## src/rtl/vpfx_pkg.sv

```systemverilog
package vpfx_pkg;
    parameter int VLW   = 8;
    parameter int MODEW = 4;
    parameter int EWW   = 2;
    parameter int REQW  = MODEW + 1 + EWW + VLW;
    parameter int SW    = MODEW + VLW;

    typedef struct packed {
        logic [MODEW-1:0] mode;
        logic [VLW-1:0]   vlm1;
    } vstate_t;

    typedef struct packed {
        logic [MODEW-1:0] mode;
        logic             pred;
        logic [EWW-1:0]   ew;
        logic [VLW-1:0]   vlm1;
    } feat_req_t;

    parameter logic [REQW-1:0] PRED_ONLY_MASK = REQW'(1) << (VLW + EWW);
endpackage

```

## src/rtl/vpfx_feat_check.sv

```systemverilog
module vpfx_feat_check
    import vpfx_pkg::*;
#(
    parameter logic [REQW-1:0] MASK = PRED_ONLY_MASK
) (
    input  feat_req_t req,
    output logic      unsupp
);
    always_comb begin
        unsupp = |(req & ~MASK);
    end
endmodule

```

## src/rtl/vpfx_spr_window.sv

```systemverilog
module vpfx_spr_window #(
    parameter int              SPRW = 10,
    parameter logic [SPRW-1:0] LO   = SPRW'(704),
    parameter logic [SPRW-1:0] HI   = SPRW'(719)
) (
    input  logic            acc,
    input  logic [SPRW-1:0] num,
    output logic            hit
);
    always_comb begin
        hit = acc && (num >= LO) && (num <= HI);
    end
endmodule

```

## src/rtl/vpfx_vl_encode.sv

```systemverilog
module vpfx_vl_encode #(
    parameter int VLW = 8
) (
    input  logic [VLW-1:0] len,
    output logic [VLW-1:0] vlm1
);
    always_comb begin
        vlm1 = (len == '0) ? '0 : len - VLW'(1);
    end
endmodule

```

## src/rtl/vpfx_legality_unit.sv

```systemverilog
module vpfx_legality_unit
    import vpfx_pkg::*;
#(
    parameter int              AW         = 32,
    parameter int              SPRW       = 10,
    parameter logic [REQW-1:0] SUPP_MASK  = PRED_ONLY_MASK,
    parameter bit              SETVL_IMPL = 1'b1,
    parameter logic [SPRW-1:0] RSV_LO     = SPRW'(704),
    parameter logic [SPRW-1:0] RSV_HI     = SPRW'(719),
    parameter logic [AW-1:0]   TRAP_VEC   = AW'(32'h700)
) (
    input  logic             clk,
    input  logic             rst_n,
    input  logic             iss_valid,
    output logic             iss_ready,
    input  logic [AW-1:0]    iss_pc,
    input  logic             iss_prefixed,
    input  logic             iss_op_known,
    input  logic [EWW-1:0]   iss_ew_ovr,
    input  logic             iss_pred_en,
    input  logic             iss_setvl,
    input  logic [VLW-1:0]   iss_setvl_len,
    input  logic [MODEW-1:0] iss_setvl_mode,
    input  logic             iss_spr_acc,
    input  logic [SPRW-1:0]  iss_spr_num,
    input  logic             trap_ack,
    output logic             trap_req,
    output logic [AW-1:0]    trap_vec,
    output logic [AW-1:0]    trap_pc,
    output logic             exec_go,
    output logic [SW-1:0]    vstate
);
    typedef struct packed {
        logic          trap;
        logic          go;
        logic          pend;
        logic [AW-1:0] pc;
        vstate_t       vs;
    } ctl_t;

    ctl_t      ctl_d, ctl_q;
    feat_req_t req_w;
    logic      feat_bad_w;
    logic      spr_bad_w;
    logic      pfx_bad_w;
    logic      setvl_bad_w;
    logic      illegal_w;
    logic      accept_w;
    logic [VLW-1:0] new_vlm1_w;

    always_comb begin
        req_w.mode = ctl_q.vs.mode;
        req_w.pred = iss_pred_en;
        req_w.ew   = iss_ew_ovr;
        req_w.vlm1 = ctl_q.vs.vlm1;
    end

    vpfx_feat_check #(.MASK(SUPP_MASK)) u_feat (
        .req    (req_w),
        .unsupp (feat_bad_w)
    );

    vpfx_spr_window #(.SPRW(SPRW), .LO(RSV_LO), .HI(RSV_HI)) u_spr (
        .acc (iss_spr_acc),
        .num (iss_spr_num),
        .hit (spr_bad_w)
    );

    vpfx_vl_encode #(.VLW(VLW)) u_vlenc (
        .len  (iss_setvl_len),
        .vlm1 (new_vlm1_w)
    );

    always_comb begin
        pfx_bad_w   = iss_prefixed && (!iss_op_known || feat_bad_w);
        setvl_bad_w = iss_setvl && !SETVL_IMPL;
        illegal_w   = pfx_bad_w || spr_bad_w || setvl_bad_w;
        accept_w    = iss_valid && !ctl_q.pend;
    end

    always_comb begin
        ctl_d      = ctl_q;
        ctl_d.trap = 1'b0;
        ctl_d.go   = 1'b0;
        if (accept_w) begin
            ctl_d.trap = illegal_w;
            ctl_d.go   = !illegal_w;
            ctl_d.pend = illegal_w;
            ctl_d.pc   = iss_pc;
            if (iss_setvl && !illegal_w) begin
                ctl_d.vs.vlm1 = new_vlm1_w;
                ctl_d.vs.mode = iss_setvl_mode;
            end
        end else if (ctl_q.pend && trap_ack) begin
            ctl_d.pend = 1'b0;
        end
    end

    always_ff @(posedge clk or negedge rst_n) begin
        if (!rst_n) begin
            ctl_q <= '0;
        end else begin
            ctl_q <= ctl_d;
        end
    end

    assign iss_ready = !ctl_q.pend;
    assign trap_req  = ctl_q.trap;
    assign trap_vec  = TRAP_VEC;
    assign trap_pc   = ctl_q.pc;
    assign exec_go   = ctl_q.go;
    assign vstate    = ctl_q.vs;
endmodule

```

## config.mk

```make
export PLATFORM = sky130hd
export DESIGN_NAME = vpfx_legality_unit
export DESIGN_NICKNAME = d
export VERILOG_FILES = /design/src/rtl/vpfx_pkg.sv /design/src/rtl/vpfx_feat_check.sv /design/src/rtl/vpfx_spr_window.sv /design/src/rtl/vpfx_vl_encode.sv /design/src/rtl/vpfx_legality_unit.sv
export SDC_FILE = /design/constraint.sdc
export NUM_CORES = 1
export LEC_CHECK = 0
export ABC_CLOCK_PERIOD_IN_PS = 1850
export BUFFER_PORTS_ARGS = -buffer_cell sky130_fd_sc_hd__buf_2
export CAP_MARGIN = 20
export CELL_PAD_IN_SITES_DETAIL_PLACEMENT = 0
export CELL_PAD_IN_SITES_GLOBAL_PLACEMENT = 1
export CORE_MARGIN = 3
export CORE_UTILIZATION = 29
export CTS_CLUSTER_DIAMETER = 120
export DETAILED_ROUTE_END_ITERATION = 8
export HOLD_SLACK_MARGIN = 0.1
export PLACE_DENSITY = 0.74
export SKIP_LAST_GASP = 1
export SLEW_MARGIN = 15
export SYNTH_ARGS = -nofsm -noshare
export SYNTH_HDL_FRONTEND = slang
export SYNTH_HIERARCHICAL = 1
export SYNTH_SLANG_ARGS = --single-unit
```

## constraint.sdc

```tcl
create_clock -name clk -period 1.85 [get_ports clk]
set_input_delay 0.37 -clock clk [delete_from_list [all_inputs] [get_ports clk]]
set_output_delay 0.37 -clock clk [all_outputs]
set_load 0.005 [all_outputs]
```

==> results.toml <==
[sta]
final-hold-violation-count = 0
max_slew_margin = 0.649
achievable-frequency_ghz = 0.512
rsz0062_at_grt = "true"
finalWorstPathRequiredPeriod_ns = 1.95
min_period_over_period = 1.06
timing.final.ws_setup_ns = -0.103
finalMaxSlewViolations = 0
finClkSkew_ns = 0.00826
report.final.setup_viol = 12
worst_slew_pin_slew_ns = 0.527

[global_route]
overflow = 0
antenna_violations_before_repair = 0
first_global_vias = 1652
globalRouteTotalUtil = 0.107
grt_max_degree = 35
grt_first_pass_wirelength_microns = 8630

[placed_design]
port_buffer_count = 106
post-place-cells = 464
place.detailed.hpwl_microns = 4640
finalWeightedCongestion = 0.745
pre_cts_slack_ns = -0.242

[run_status]
violations = "setup timing"
status = "finished with violations"

[synth]
yosysUniqueCellTypes = 29
synth_area_per_cell_sq_um = 9.29
synth-seq-area-share = 0.439
synth_cell_count_leaders = "sky130_fd_sc_hd__nand2_1, sky130_fd_sc_hd__buf_4, sky130_fd_sc_hd__dfrtp_1, sky130_fd_sc_hd__mux2_4, sky130_fd_sc_hd__nor2_1"
synthMostInstantiatedCell = "sky130_fd_sc_hd__nand2_1"
netlist_instances = 288
number_of_synthesized_register_bits = 47
yosys.area.top_type_share = 0.439
synthesis.yosys.warnings = 6
synth_edf_count = 0
synth_flop_cell = "sky130_fd_sc_hd__dfrtp_1"
postSynth.asyncResetShare = 1.00
synthesis.area_sq_um = 2680
synth.largest_area_cell = "sky130_fd_sc_hd__dfrtp_1"
netlist_top_cells_area = "sky130_fd_sc_hd__dfrtp_1, sky130_fd_sc_hd__buf_4, sky130_fd_sc_hd__nand2_1"

[clock_tree]
cts_tree = "built"
clk_pin_slew_worst_paths_ns = 0.08
tritoncts.num_buffers = 5
max_root_sink_buffers = 2
clock_sink_count = 47
htreeDepth = 2
clk-insertion-delay-late_ns = 0.29
cts_root_buf = "sky130_fd_sc_hd__clkbuf_8"

[critical_path]
crit_cells = 6
critical_path_buf_inv_count = 1
worst_setup_start_kind = "flip-flop"
worstSetupPathType = "reg -> reg"
critPathTopFamily = "simple AND/OR/NAND/NOR gates"
worst-endpoint-arrival_ns = 2.13
rr_startpoint = "vstate[3]"
regToRegEndpoint = "vstate[11]"
critical_path_cell_with_the_highest_stage_delay = "sky130_fd_sc_hd__dfrtp_1"
setup.worst_path.end_class = "flip-flop"
critical_path.max_fanout = 12
reg2reg_slack_ns = -0.10
worstRegToRegCells = 6
timing.critical_path.slowest_cell_delay_ns = 0.40
cp_cell_sequence = "nor4_2, nand4_1, nand2b_4, a2111oi_4, buf_12, mux2_2"
worstPathRequired_ns = 2.03

[hold_path]
worst_hold_path.endpoint = "ctl_q[44]"
hold_depth = 2
timing.hold.worst.class = "in -> reg"
worst_hold_startpoint = "trap_ack"

[power_and_ir_drop]
vdd.ir_drop.worst_mv = 0.289
power_per_cell_area_nw_per_um2 = 888
p_leak_nw = 1.74

[die]
placementRows = 34
die_w_microns = 102
floorplan.initialDensity = 0.302
io_pins = 144
core_region_area_sq_um = 8850
die-area_sq_um = 10400
die_outline_height_microns = 102

[route]
average_wire_per_standard_cell_microns = 12.2
vias = 1845
detail_route.vias_per_cell = 3.91
dr.first_iter.drc_count = 33
drcViolationCount = 0
postRouteAntennaNets = 0
drt-total-wl_microns = 5770
detailedRoute.firstPassIterationCount = 4

[cells_and_area]
n_antenna_cell = 0
regArea_sq_um = 1180
finish.net_count = 431
finalCoreUtilization = 0.350
post_layout_nonfiller_instances = 472
nFillCells = 941
footprint_of_the_multi_input_gates_sq_um = 1000
flow.area_growth_from_synthesis_pct = 15.8
share_of_post_route_cells_with_drive_strength_above_1 = 0.426

[flow_run]
drv_cap = 0
-- state kept, by name, summed over array words and instances (netlist names) --
register	cells
ctl_q	1
exec_go	1
trap_pc	32
trap_req	1
vstate	12
-- power by group --
part	switching, W	internal (W)
registers	0.000113	0.00122
logic	0.000363	0.000440
clock network	0.000319	0.000294
-- placed cells by master, fill, tap and decap left out, types with 2 or more instances in the layout --
cell type | netlist | routed
sky130_fd_sc_hd__nor2_1 | 10 | 10
sky130_fd_sc_hd__inv_1 | 4 | 4
sky130_fd_sc_hd__dfrtp_1 | 47 | 47
sky130_fd_sc_hd__conb_1 | 2 | 32
sky130_fd_sc_hd__mux2_4 | 11 | 11
sky130_fd_sc_hd__mux2_2 | 4 | 4
sky130_fd_sc_hd__buf_2 | 0 | 106
sky130_fd_sc_hd__ha_1 | 2 | 2
sky130_fd_sc_hd__nand2_1 | 98 | 98
sky130_fd_sc_hd__clkbuf_8 | 0 | 6
sky130_fd_sc_hd__nor4_2 | 0 | 3
sky130_fd_sc_hd__nand2b_4 | 1 | 2
sky130_fd_sc_hd__nor3_2 | 2 | 2
sky130_fd_sc_hd__a21oi_1 | 3 | 3
sky130_fd_sc_hd__buf_4 | 76 | 16
-- kinds of logic (layout without fill, tap and decap cells) --
kind of cell    Yosys count  after routing  synth area share
simple gates            126            126             0.209
mux                      15             15            0.0785
flops                    47             47             0.439
buf+inv                  89            135             0.237
fa+ha+maj                 2              2           0.00935
compound gates            6              6            0.0201
other cells               2             32           0.00281
xor+xnor                  1              1           0.00327
-- worst register-to-register path: stages, from the launching register on --
cell and delay (ns):
sky130_fd_sc_hd__dfrtp_1 0.40, sky130_fd_sc_hd__nor4_2 0.28, sky130_fd_sc_hd__nand4_1 0.11, sky130_fd_sc_hd__nand2b_4 0.17
sky130_fd_sc_hd__a2111oi_4 0.35, sky130_fd_sc_hd__buf_12 0.20, sky130_fd_sc_hd__mux2_2 0.34
-- layout make-up --
class | count | share of cell area
Tap cell | 108 | 0.0436
Sequential cell | 47 | 0.379
Multi-Input combinational cell | 182 | 0.324
Clock buffer | 6 | 0.0266
Inverter | 4 | 0.00484
Timing Repair Buffer | 124 | 0.220
Clock inverter | 1 | 0.00161
-- worst max-delay path by stage --
stage	slack [ns]	to	from
finish	-0.10	vstate[11]	vstate[3]
global route	-0.22	vstate[11]	vstate[1]
CTS	-0.14	vstate[11]	vstate[3]
detailed placement	-0.24	vstate[11]	iss_ew_ovr[0]
global placement	-0.21	vstate[7]	iss_ew_ovr[0]
floorplan	-0.03	vstate[0]	vstate[1]
-- through the flow --
stage | area [sq um] | TNS (ns) | hold WS, ns | total power, W
floorplan | 2800 | -0.304 | 0.0744 | 0.00198
global placement | 2980 | -2.21 | 0.380 | 0.00214
detailed placement | 2980 | -2.44 | 0.381 | 0.00216
CTS | 3090 | -1.16 | 0.245 | 0.00281
global route | 3100 | -2.13 | 0.253 | 0.00296
finish | 3100 | -0.823 | 0.263 | 0.00275
-- per-layer routing --
| metal | GRT usage | up-vias | wire length (microns) |
|---|---|---|---|
| li1 | - | 941 | - |
| met1 | 0.148 | 801 | 2750 |
| met2 | 0.168 | 99 | 2450 |
| met3 | 0.0225 | 4 | 507 |
| met4 | 0.0333 | 0 | 54 |
| met5 | 0 | - | 0 |
-- repair_timing --
action	in CTS	in global routing
endpoints found under the hold margin	20	0
buffers inserted	0	0
endpoints found under the setup margin	12	12
hold buffers	1	0
resized for setup	1	2
Note: power is estimated with default switching activity, not from simulation.
